**src/rtl/sps_pkg.sv**
```systemverilog
package sps_pkg;

  typedef enum logic [2:0] {
    ST_IDLE,
    ST_EXPOSE,
    ST_CV_SETTLE,
    ST_CV_RUN,
    ST_SD_SETTLE,
    ST_SD_SCAN,
    ST_SD_WAIT
  } seq_state_e;

  typedef enum logic [1:0] {
    PH_IDLE    = 2'd0,
    PH_EXPOSE  = 2'd1,
    PH_CONVERT = 2'd2,
    PH_SEND    = 2'd3
  } phase_e;

  localparam int N_ANA = 4;

  function automatic phase_e phase_of(seq_state_e s);
    case (s)
      ST_EXPOSE:                       return PH_EXPOSE;
      ST_CV_SETTLE, ST_CV_RUN:         return PH_CONVERT;
      ST_SD_SETTLE, ST_SD_SCAN,
      ST_SD_WAIT:                      return PH_SEND;
      default:                         return PH_IDLE;
    endcase
  endfunction

endpackage

```
**src/rtl/sps_down_cnt.sv**
```systemverilog
module sps_down_cnt #(
  parameter int W = 8
) (
  input  logic         clk,
  input  logic         rst_n,
  input  logic         load_i,
  input  logic [W-1:0] load_val_i,
  input  logic         dec_i,
  output logic         zero_o
);

  logic [W-1:0] cnt_q, cnt_d;

  always_comb begin
    cnt_d = cnt_q;
    if (load_i)
      cnt_d = load_val_i;
    else if (dec_i && (cnt_q != '0))
      cnt_d = cnt_q - W'(1);
  end

  always_ff @(posedge clk or negedge rst_n) begin
    if (!rst_n)
      cnt_q <= '0;
    else
      cnt_q <= cnt_d;
  end

  assign zero_o = (cnt_q == '0);


  cnt_no_wrap_chk: assert property (@(posedge clk) disable iff (!rst_n)
    (zero_o && !load_i) |=> zero_o);

endmodule

```
**src/rtl/sps_row_gate.sv**
```systemverilog
module sps_row_gate #(
  parameter int ROWS  = 16,
  parameter int ROW_W = (ROWS > 1) ? $clog2(ROWS) : 1
) (
  input  logic             clk,
  input  logic             rst_n,
  input  logic             cfg_load_i,
  input  logic             roi_en_i,
  input  logic [ROW_W-1:0] roi_first_i,
  input  logic [ROW_W-1:0] roi_last_i,
  input  logic             sub_en_i,
  input  logic             scan_clr_i,
  input  logic             scan_step_i,
  output logic [ROW_W-1:0] row_idx_o,
  output logic             row_last_o,
  output logic             row_sel_o
);

  localparam logic [ROW_W-1:0] LAST_ROW = ROW_W'(ROWS - 1);

  logic             roi_q;
  logic             sub_q;
  logic [ROW_W-1:0] first_q;
  logic [ROW_W-1:0] last_q;
  logic [ROW_W-1:0] row_q, row_d;

  always_ff @(posedge clk or negedge rst_n) begin
    if (!rst_n) begin
      roi_q   <= 1'b0;
      sub_q   <= 1'b0;
      first_q <= '0;
      last_q  <= '0;
    end else if (cfg_load_i) begin
      roi_q   <= roi_en_i;
      sub_q   <= sub_en_i;
      first_q <= roi_first_i;
      last_q  <= roi_last_i;
    end
  end

  always_comb begin
    row_d = row_q;
    if (scan_clr_i)
      row_d = '0;
    else if (scan_step_i && (row_q != LAST_ROW))
      row_d = row_q + ROW_W'(1);
  end

  always_ff @(posedge clk or negedge rst_n) begin
    if (!rst_n)
      row_q <= '0;
    else
      row_q <= row_d;
  end

  logic in_window;
  logic keep_sub;

  assign in_window  = !roi_q || ((row_q >= first_q) && (row_q <= last_q));
  assign keep_sub   = !sub_q || !row_q[0];
  assign row_sel_o  = in_window && keep_sub;
  assign row_idx_o  = row_q;
  assign row_last_o = (row_q == LAST_ROW);


  row_ascend_chk: assert property (@(posedge clk) disable iff (!rst_n)
    (scan_step_i && !scan_clr_i && !row_last_o) |=> (row_idx_o != '0));

endmodule

```
**src/rtl/sps_power_map.sv**
```systemverilog
module sps_power_map
  import sps_pkg::*;
(
  input  logic             clk,
  input  logic             rst_n,
  input  phase_e           nxt_phase_i,
  output logic [N_ANA-1:0] ana_en_o,
  output logic             ser_en_o
);

  logic [N_ANA-1:0] ana_q;
  logic             ser_q;

  for (genvar g = 0; g < N_ANA; g++) begin : g_ana
    always_ff @(posedge clk or negedge rst_n) begin
      if (!rst_n)
        ana_q[g] <= 1'b0;
      else
        ana_q[g] <= (nxt_phase_i == PH_CONVERT);
    end
  end

  always_ff @(posedge clk or negedge rst_n) begin
    if (!rst_n)
      ser_q <= 1'b0;
    else
      ser_q <= (nxt_phase_i == PH_SEND);
  end

  assign ana_en_o = ana_q;
  assign ser_en_o = ser_q;


  ana_group_exclusive_chk: assert property (@(posedge clk) disable iff (!rst_n)
    (|ana_q) |-> !ser_q);

endmodule

```
**src/rtl/sensor_phase_seq.sv**
```systemverilog
module sensor_phase_seq
  import sps_pkg::*;
#(
  parameter int EXP_W  = 10,
  parameter int ADC_W  = 8,
  parameter int WAKE_W = 6,
  parameter int ROWS   = 16,
  parameter int ROW_W  = (ROWS > 1) ? $clog2(ROWS) : 1
) (
  input  logic              clk,
  input  logic              rst_n,
  input  logic              trig_i,
  input  logic [EXP_W-1:0]  exp_len_i,
  input  logic [ADC_W-1:0]  adc_len_i,
  input  logic [WAKE_W-1:0] wake_len_i,
  input  logic              roi_en_i,
  input  logic [ROW_W-1:0]  roi_first_i,
  input  logic [ROW_W-1:0]  roi_last_i,
  input  logic              sub_en_i,
  input  logic              readout_done_i,
  output logic [1:0]        phase_o,
  output logic              ref_en_o,
  output logic              ramp_en_o,
  output logic              pll_en_o,
  output logic              adc_dig_en_o,
  output logic              conv_go_o,
  output logic              ser_en_o,
  output logic              row_en_o,
  output logic [ROW_W-1:0]  row_idx_o,
  output logic              overrun_o
);

  localparam int AW_MAX = (ADC_W > WAKE_W) ? ADC_W : WAKE_W;
  localparam int CNT_W  = (EXP_W > AW_MAX) ? EXP_W : AW_MAX;

  seq_state_e state_q, state_d;

  logic [ADC_W-1:0]  adc_q;
  logic [WAKE_W-1:0] wake_q;
  logic              overrun_q;

  logic             cfg_load;
  logic             cnt_load;
  logic [CNT_W-1:0] cnt_val;
  logic             cnt_dec;
  logic             cnt_zero;
  logic             scan_clr;
  logic             scan_step;
  logic             row_last;
  logic             row_sel;
  logic [N_ANA-1:0] ana_en;

  // next-state process
  always_comb begin
    state_d   = state_q;
    cfg_load  = 1'b0;
    cnt_load  = 1'b0;
    cnt_val   = '0;
    cnt_dec   = 1'b0;
    scan_clr  = 1'b0;
    scan_step = 1'b0;
    case (state_q)
      ST_IDLE: begin
        if (trig_i) begin
          state_d  = ST_EXPOSE;
          cfg_load = 1'b1;
          cnt_load = 1'b1;
          cnt_val  = CNT_W'(exp_len_i);
        end
      end
      ST_EXPOSE: begin
        if (cnt_zero) begin
          state_d  = ST_CV_SETTLE;
          cnt_load = 1'b1;
          cnt_val  = CNT_W'(wake_q);
        end else begin
          cnt_dec = 1'b1;
        end
      end
      ST_CV_SETTLE: begin
        if (cnt_zero) begin
          state_d  = ST_CV_RUN;
          cnt_load = 1'b1;
          cnt_val  = CNT_W'(adc_q);
        end else begin
          cnt_dec = 1'b1;
        end
      end
      ST_CV_RUN: begin
        if (cnt_zero) begin
          state_d  = ST_SD_SETTLE;
          cnt_load = 1'b1;
          cnt_val  = CNT_W'(wake_q);
          scan_clr = 1'b1;
        end else begin
          cnt_dec = 1'b1;
        end
      end
      ST_SD_SETTLE: begin
        if (cnt_zero)
          state_d = ST_SD_SCAN;
        else
          cnt_dec = 1'b1;
      end
      ST_SD_SCAN: begin
        scan_step = 1'b1;
        if (row_last)
          state_d = ST_SD_WAIT;
      end
      ST_SD_WAIT: begin
        if (readout_done_i)
          state_d = ST_IDLE;
      end
      default: state_d = ST_IDLE;
    endcase
  end

  // register process
  always_ff @(posedge clk or negedge rst_n) begin
    if (!rst_n) begin
      state_q   <= ST_IDLE;
      overrun_q <= 1'b0;
    end else begin
      state_q   <= state_d;
      overrun_q <= trig_i && (state_q != ST_IDLE);
    end
  end

  always_ff @(posedge clk or negedge rst_n) begin
    if (!rst_n) begin
      adc_q  <= '0;
      wake_q <= '0;
    end else if (cfg_load) begin
      adc_q  <= adc_len_i;
      wake_q <= wake_len_i;
    end
  end

  sps_down_cnt #(.W(CNT_W)) u_len_cnt (
    .clk        (clk),
    .rst_n      (rst_n),
    .load_i     (cnt_load),
    .load_val_i (cnt_val),
    .dec_i      (cnt_dec),
    .zero_o     (cnt_zero)
  );

  sps_row_gate #(.ROWS(ROWS), .ROW_W(ROW_W)) u_row_gate (
    .clk         (clk),
    .rst_n       (rst_n),
    .cfg_load_i  (cfg_load),
    .roi_en_i    (roi_en_i),
    .roi_first_i (roi_first_i),
    .roi_last_i  (roi_last_i),
    .sub_en_i    (sub_en_i),
    .scan_clr_i  (scan_clr),
    .scan_step_i (scan_step),
    .row_idx_o   (row_idx_o),
    .row_last_o  (row_last),
    .row_sel_o   (row_sel)
  );

  sps_power_map u_power_map (
    .clk         (clk),
    .rst_n       (rst_n),
    .nxt_phase_i (phase_of(state_d)),
    .ana_en_o    (ana_en),
    .ser_en_o    (ser_en_o)
  );

  assign phase_o      = phase_of(state_q);
  assign ref_en_o     = ana_en[0];
  assign ramp_en_o    = ana_en[1];
  assign pll_en_o     = ana_en[2];
  assign adc_dig_en_o = ana_en[3];
  assign conv_go_o    = (state_q == ST_CV_RUN);
  assign row_en_o     = (state_q == ST_SD_SCAN) && row_sel;
  assign overrun_o    = overrun_q;


  phase_order_chk: assert property (@(posedge clk) disable iff (!rst_n)
    (phase_o != $past(phase_o)) |-> (phase_o == 2'($past(phase_o) + 2'd1)));


  ana_in_convert_chk: assert property (@(posedge clk) disable iff (!rst_n)
    (ref_en_o || ramp_en_o || pll_en_o || adc_dig_en_o) |-> (phase_o == PH_CONVERT));


  ser_in_send_chk: assert property (@(posedge clk) disable iff (!rst_n)
    ser_en_o |-> (phase_o == PH_SEND));


  settle_before_go_chk: assert property (@(posedge clk) disable iff (!rst_n)
    $rose(conv_go_o) |-> $past(ref_en_o));


  overrun_flag_chk: assert property (@(posedge clk) disable iff (!rst_n)
    (trig_i && (phase_o != PH_IDLE)) |=> overrun_o);


  overrun_keeps_frame_chk: assert property (@(posedge clk) disable iff (!rst_n)
    (trig_i && (phase_o == PH_EXPOSE)) |=> (phase_o != PH_IDLE));


  early_done_ignored_chk: assert property (@(posedge clk) disable iff (!rst_n)
    (readout_done_i && ((state_q == ST_SD_SETTLE) || (state_q == ST_SD_SCAN)))
      |=> (ser_en_o && (phase_o == PH_SEND)));


  done_closes_frame_chk: assert property (@(posedge clk) disable iff (!rst_n)
    (readout_done_i && (state_q == ST_SD_WAIT)) |=> (!ser_en_o && (phase_o == PH_IDLE)));


  row_en_in_scan_chk: assert property (@(posedge clk) disable iff (!rst_n)
    row_en_o |-> ser_en_o);

endmodule

```
**config.mk**
```make
export PLATFORM = sky130hd
export DESIGN_NAME = sensor_phase_seq
export DESIGN_NICKNAME = d
export VERILOG_FILES = /design/src/rtl/sps_pkg.sv /design/src/rtl/sps_down_cnt.sv /design/src/rtl/sps_row_gate.sv /design/src/rtl/sps_power_map.sv /design/src/rtl/sensor_phase_seq.sv
export SDC_FILE = /design/constraint.sdc
export NUM_CORES = 1
export LEC_CHECK = 0
export ABC_CLOCK_PERIOD_IN_PS = 2500
export BUFFER_PORTS_ARGS = -buffer_cell sky130_fd_sc_hd__buf_4
export CAP_MARGIN = 20
export CORE_AREA = 2 2 86 67
export DETAILED_ROUTE_END_ITERATION = 8
export DIE_AREA = 0 0 88 69
export PLACE_DENSITY = 0.73
export SLEW_MARGIN = 20
export SYNTH_ARGS = -nofsm -noshare
export SYNTH_HDL_FRONTEND = slang
export SYNTH_HIERARCHICAL = 1
export SYNTH_SLANG_ARGS = --single-unit
```
**constraint.sdc**
```tcl
create_clock -name clk -period 2.5 [get_ports clk]
set_clock_uncertainty 0.05 [all_clocks]
set_input_delay 0.125 -clock clk [delete_from_list [all_inputs] [get_ports clk]]
set_output_delay 0.125 -clock clk [all_outputs]
set_load 0.02 [all_outputs]
```
==> results of run 1 <==
## registers in the layout (all words and copies together) (netlist names), 3 cells and up
| register | count |
|---|---|
| u_row_gate/row_idx_o | 4 |
| u_row_gate/first_q | 4 |
| state_q | 3 |
| u_len_cnt/cnt_q | 10 |
| adc_q | 8 |
| u_row_gate/last_q | 4 |
| wake_q | 6 |
## per-layer routing
layer	part of all wire [%]	GRT usage, %
met5	0	0
met4	0.66	5.13
met3	4.7	4.07
met2	46	29.1
met1	49	28.4
## worst max-delay path: stages, from the launching register on
cell and delay [ns]:
dfrtp_1 0.38, or4_4 0.54, or3_4 0.35, inv_2 0.11
and3b_1 0.20, and2_4 0.18, a21o_1 0.12, o32a_1 0.16
and2b_2 0.21
## power by group
part	total, mW	internal, mW	leakage (nW)	switching, mW
sequential	1.32	1.06	0.535	0.261
combinational	2.19	1.13	1.04	1.06
clock	0.579	0.327	0.0614	0.252
## through the flow
stage          total power, mW  setup WS [ns]  cell area, sq um  hold slack [ns]  cells
2_1_floorplan             2.75        0.00247              2520           -0.221    243
3_3_place_gp              3.36         0.0895              3060            0.109    375
3_5_place_dp              3.44         0.0550              3060            0.106    375
4_1_cts                   4.05         0.0430              3320         0.000357    396
5_1_grt                   4.40         0.0101              3380         0.000953    403
6_report                  4.08          0.110              3380          0.00971    403
## cells by family (layout without fill, tap and decap cells)
| logic type | Yosys count | in the layout |
|---|---|---|
| AOI/OAI and AO/OA | 49 | 49 |
| xor gates and xnor gates | 7 | 7 |
| adders and majority gates | 10 | 10 |
| buffers and inverters | 36 | 121 |
| DFF | 44 | 44 |
| muxes | 24 | 24 |
| and+or+nand+nor | 73 | 73 |
## placed cells by master (no fill, tap or decap), types with 3 or more instances in the layout
master / Yosys / layout
xor2_1: 4 / 4
nor2_1: 13 / 13
clkbuf_8: 0 / 6
dfrtp_1: 44 / 44
buf_4: 3 / 76
nor2b_1: 4 / 4
ha_1: 10 / 10
o21ai_0: 15 / 15
xnor2_1: 3 / 3
nand4_1: 3 / 3
dlygate4sd3_1: 0 / 15
mux2_2: 22 / 22
nand3_1: 5 / 5
inv_1: 21 / 20
a21oi_1: 9 / 9
nor3_1: 6 / 5
nand2_1: 16 / 16
and3_1: 6 / 6
a222oi_1: 6 / 6
## layout make-up
class	instances	area share, %
clock buffers	6	2.44
flip-flops and latches	44	32.6
repair buffers	92	21.9
inverters	21	2.33
multi-input cells	163	36.8
clock inverters	2	1.15
well taps	75	2.78
## what timing repair did
action                                 4_1_cts  5_1_grt
setup endpoints to repair                    0        6
hold buffers                                13        2
buffers inserted                             0        5
resized for setup                            0        2
endpoints found under the hold margin       56        2
## worst paths after layout
check	slack (ns)	to	cells after the start	start
min in group asynchronous	0.31	u_power_map/ser_en_o	2	rst_n
max reg2reg	0.11	u_power_map/ana_en_o[3]	8	u_len_cnt/cnt_q[8]
max in group asynchronous	1.72	wake_q[0]	2	rst_n
min	0.01	wake_q[1]	2	wake_len_i[1]
max	0.11	u_power_map/ana_en_o[3]	8	u_len_cnt/cnt_q[8]
min reg2reg	0.47	adc_q[7]	1	adc_q[7]
==> results.py, run 1 <==
metrics = {
    "yosys": {
        "synth_fp_nets": 291,
        "syn_inst": 243,
        "synth.distinct_cells": 50,
        "synth.most_common_cell": "dfrtp_1",
        "async_reset_ff_share_pct": 100,
        "synthMuxAreaShare_pct": 10.7,
        "synth_compound_area_share_pct": 14.1,
        "ys_seq_elements": 44,
        "synthFlopType": "dfrtp_1",
        "netlist.area_leader.share_pct": 44.0,
        "synthXorXnorAreaFrac_pct": 2.45,
        "ys_seq_area_share_pct": 44.0,
        "synth_common_cells": "dfrtp_1, mux2_2, inv_1",
        "synthAdderAreaFrac_pct": 5.01,
        "synthTopCellsByArea": "dfrtp_1, mux2_2, ha_1",
        "yosys.area_share.simple_pct": 16.7,
        "syn_area_sq_um": 2500,
        "synth_top_area_cell": "dfrtp_1",
        "synth_top_family_by_area": "simple AND/OR/NAND/NOR gates",
        "syn_area_per_cell_sq_um": 10.3,
        "yosysWarnings": 6,
        "synth_enable_flop_cells": 0,
    },
    "outcome": {
        "outcome": "finished clean",
    },
    "global_routing": {
        "grt_remaining_overflow": 0,
        "grt_pass1_vias": 1976,
        "grt_max_degree": 45,
        "antenna_found_initial": 0,
        "track_usage_pct": 19.4,
        "grt_pass1_wl_mm": 9.38,
    },
    "worst_hold_path": {
        "hp-class": "in2reg",
    },
    "worst_setup_path": {
        "cp-start-kind": "register",
        "path_class": "reg2reg",
        "critPathMaxFanout": 7,
        "required_ns": 2.64,
        "end_kind": "register",
        "crit_arrival_ns": 2.53,
    },
    "clock_network": {
        "cts.sinks": 44,
        "cts-buffers-inserted": 5,
        "cts_tree": "done",
        "cts_max_level": 2,
        "clock-root-buffer": "clkbuf_8",
        "clockBufferDepth": 2,
        "path_clk_slew_ns": 0.08,
        "clock_latency_ns": 0.29,
    },
    "cells_and_area": {
        "multiInputGateArea_sq_um": 1240,
        "drive_gt1_share_pct": 37.2,
        "ff_latch_area_sq_um": 1100,
        "finalNetCount": 375,
        "area_delta_synth_final_pct": 35.1,
        "fin_util_pct": 64.9,
        "n_antenna_cell": 0,
        "fill_cells": 421,
    },
    "timing": {
        "final-max-slew-violation-count": 0,
        "fmax_ghz": 0.418,
        "finalHoldViolations": 0,
        "rsz0062_at_grt": "no",
        "tightest_slew_ns": 0.555,
        "max_slew_margin_pct": 63.0,
        "setup-tns-final_ns": 0,
        "timing.final.crit_share_pct": 95.6,
        "finalSetupViolations": 0,
        "period_needed_ns": 2.39,
    },
    "floorplanning": {
        "dieArea_sq_um": 6070,
        "pin_count": 52,
        "rows": 23,
        "die_y_um": 69,
        "dieWidth_um": 88,
        "coreArea_sq_um": 5210,
        "start_util_pct": 48.0,
    },
    "placed_design": {
        "dp_hpwl_mm": 3.99,
        "port_buffers": 51,
        "gp_congestion": 0.876,
    },
    "pwr": {
        "max-vdd-ir-drop_mv": 0.451,
        "power_density_nw_per_um2": 1210,
        "leakage_nw": 1.64,
    },
    "route": {
        "drtIter0Drc": 136,
        "wl_per_cell_um": 13.9,
        "ant_nets": 0,
        "drt_pass1_iterations": 6,
        "viasPerCell": 5.19,
        "vias": 2090,
        "wirelength_mm": 5.60,
        "drc_errors": 0,
    },
    "job": {
        "cap_violations": 0,
    },
}
No activity file was read; power rests on OpenSTA's default activity.
==> inputs of run 2 (changes only) <==
--- a/config.mk
+++ b/config.mk
@@ -8,10 +8,13 @@
 export ABC_CLOCK_PERIOD_IN_PS = 2500
 export BUFFER_PORTS_ARGS = -buffer_cell sky130_fd_sc_hd__buf_4
 export CAP_MARGIN = 20
-export CORE_AREA = 2 2 86 67
+export CELL_PAD_IN_SITES_DETAIL_PLACEMENT = 1
+export CELL_PAD_IN_SITES_GLOBAL_PLACEMENT = 2
+export CORE_AREA = 2 2 107 83
 export DETAILED_ROUTE_END_ITERATION = 8
-export DIE_AREA = 0 0 88 69
-export PLACE_DENSITY = 0.73
+export DIE_AREA = 0 0 109 85
+export GPL_TIMING_DRIVEN = 0
+export PLACE_DENSITY = 0.74
 export SLEW_MARGIN = 20
 export SYNTH_ARGS = -nofsm -noshare
 export SYNTH_HDL_FRONTEND = slang
==> run 2 against run 1 <==
Against the previous run: sequential share of layout area down 0.79 points; via count is 1.4% higher; first-iteration DRC count is 29% lower; hold slack improved by 0.0016 ns; largest power group unchanged; highest routed layer unchanged; clock power shrank 1%; non-clock buffer count up 2; clock-buffer cell count decreased by 1; wire length rose by 19%; flip-flop and latch count is the same; fmax shrank 2.5%; cell count up 8.7%.
==> results.py, run 2 (synthesized netlist as in run 1, its figures left out) <==
metrics = {
    "job": {
        "cap_violations": 0,
    },
    "timing": {
        "timing.final.crit_share_pct": 98.1,
        "setup-tns-final_ns": 0,
        "finalHoldViolations": 0,
        "tightest_slew_ns": 0.583,
        "finalSetupViolations": 0,
        "fmax_ghz": 0.408,
        "final-max-slew-violation-count": 0,
        "period_needed_ns": 2.45,
        "rsz0062_at_grt": "yes",
        "max_slew_margin_pct": 61.2,
    },
    "global_routing": {
        "grt_remaining_overflow": 0,
        "grt_pass1_wl_mm": 11.1,
        "grt_pass1_vias": 2205,
        "track_usage_pct": 15.2,
        "antenna_found_initial": 0,
        "grt_max_degree": 45,
    },
    "route": {
        "viasPerCell": 4.84,
        "wl_per_cell_um": 15.2,
        "vias": 2120,
        "drc_errors": 0,
        "drt_pass1_iterations": 4,
        "wirelength_mm": 6.67,
        "drtIter0Drc": 97,
        "ant_nets": 0,
    },
    "floorplanning": {
        "dieWidth_um": 109,
        "pin_count": 52,
        "coreArea_sq_um": 8240,
        "rows": 29,
        "start_util_pct": 30.4,
        "die_y_um": 85,
        "dieArea_sq_um": 9270,
    },
    "cells_and_area": {
        "fill_cells": 943,
        "area_delta_synth_final_pct": 38.8,
        "ff_latch_area_sq_um": 1100,
        "largest_register_ffs": 10,
        "multiInputGateArea_sq_um": 1290,
        "final_cells": 438,
        "drive_gt1_share_pct": 41.5,
        "stdcell_area_sq_um": 3470,
        "mostFrequentLayoutCells": "buf_4, dfrtp_1, inv_1, mux2_2, nand2_1",
        "n_antenna_cell": 0,
        "largest-register": "u_len_cnt/cnt_q",
        "finalNetCount": 377,
        "final_common_cell": "buf_4",
        "largestRegisters": "u_len_cnt/cnt_q: 10 flops, adc_q: 8 flops, wake_q: 6 flops",
    },
    "worst_hold_path": {
        "min-delay-start": "wake_len_i[1]",
        "hp-class": "in2reg",
        "holdPathEnd": "wake_q[1]",
        "min_path_cells": 2,
    },
    "placed_design": {
        "placed_cell_area_sq_um": 3040,
        "dp.cells": 402,
        "dp_hpwl_mm": 4.60,
        "port_buffers": 51,
        "gp_congestion": 0.795,
    },
    "worst_setup_path": {
        "path_class": "reg2reg",
        "required_ns": 2.65,
        "r2r_end": "u_power_map/ana_en_o[3]",
        "r2r_cells": 8,
        "r2r_start": "u_len_cnt/cnt_q[8]",
        "critPathMaxFanout": 7,
        "end_kind": "register",
        "crit_arrival_ns": 2.60,
        "cp-start-kind": "register",
        "reg2reg_slack_ns": 0.05,
    },
    "pwr": {
        "power_mw": 4.22,
        "max-vdd-ir-drop_mv": 0.401,
        "power_density_nw_per_um2": 1220,
        "leakage_nw": 1.66,
    },
    "clock_network": {
        "cts-buffers-inserted": 5,
        "clock_latency_ns": 0.30,
        "cts_tree": "done",
        "cts.sinks": 44,
        "clock-root-buffer": "clkbuf_8",
        "clockBufferDepth": 2,
        "path_clk_slew_ns": 0.10,
        "cts_max_level": 2,
    },
    "outcome": {
        "outcome": "finished clean",
    },
}
-- run 2: cell types whose count changed in the layout (fill, tap and decap cells not counted), sizes merged --
cell / before / now
clkbuf: 6 / 8
clkinv: 1 / 0
dlygate4sd3: 15 / 10
clkinvlp: 0 / 1
buf: 77 / 81
inv: 21 / 22
-- run 2: worst max path at each step --
| stage | cells after the start | slack (ns) | to | start |
|---|---|---|---|---|
| global placement | 10 | -0.44 | u_len_cnt/cnt_q[6] | u_len_cnt/cnt_q[6] |
| CTS | 10 | -0.007 | u_power_map/ana_en_o[3] | u_len_cnt/cnt_q[6] |
| finish | 8 | 0.05 | u_power_map/ana_en_o[3] | u_len_cnt/cnt_q[8] |
| global route | 8 | -0.06 | u_power_map/ana_en_o[3] | u_len_cnt/cnt_q[8] |
| floorplan | 10 | 0.002 | u_power_map/ana_en_o[3] | u_len_cnt/cnt_q[6] |
| detailed placement | 10 | -0.45 | u_len_cnt/cnt_q[6] | u_len_cnt/cnt_q[6] |
-- run 2: power breakdown --
group	internal (mW)	switching [mW]	total (mW)
registers	1.06	0.298	1.36
clock network	0.302	0.271	0.572
logic	1.19	1.10	2.29
total	2.55	1.67	4.22
-- run 2: area by class of cell --
type | count | area share, %
multi-input combinational | 163 | 37.3
clock buffer | 5 | 1.98
buffer | 13 | 2.88
tap | 108 | 3.89
sequential | 44 | 31.8
timing repair buffer | 81 | 18.4
clock inverter | 3 | 1.33
inverter | 21 | 2.42
-- run 2: worst max-delay path, stage by stage (launching register included) --
cell	delay, ns
dfrtp_1	0.41
or4_4	0.55
or3_4	0.43
inv_6	0.10
and3b_1	0.19
and2_4	0.16
a21o_1	0.10
o32a_1	0.17
and2b_2	0.21
-- run 2: what timing repair did --
action	CTS	global route
endpoints found under the setup margin	12	12
hold buffers	9	1
hold endpoints to repair	52	1
resized for setup	10	23
buffers inserted	15	4
cloned	1	0
pin swaps	3	9
-- run 2: per-layer routing --
metal	track usage, %	share of wire [%]	vias up
met3	2.69	3.6	2
met5	0	0	-
met2	22.4	43	48
met4	2.80	0.63	0
li1	-	-	1034
met1	23.4	53	1036
-- run 2: through the flow --
| step | setup WS [ns] | utilization [%] | hold WS [ns] |
|---|---|---|---|
| 2_1_floorplan | 0.00247 | - | -0.221 |
| 3_3_place_gp | -0.440 | 36.9 | 0.120 |
| 3_5_place_dp | -0.453 | 36.9 | 0.121 |
| 4_1_cts | -0.00748 | 41.3 | 0.000126 |
| 5_1_grt | -0.0578 | 42.1 | 0.00150 |
| 6_report | 0.0482 | 42.1 | 0.0114 |
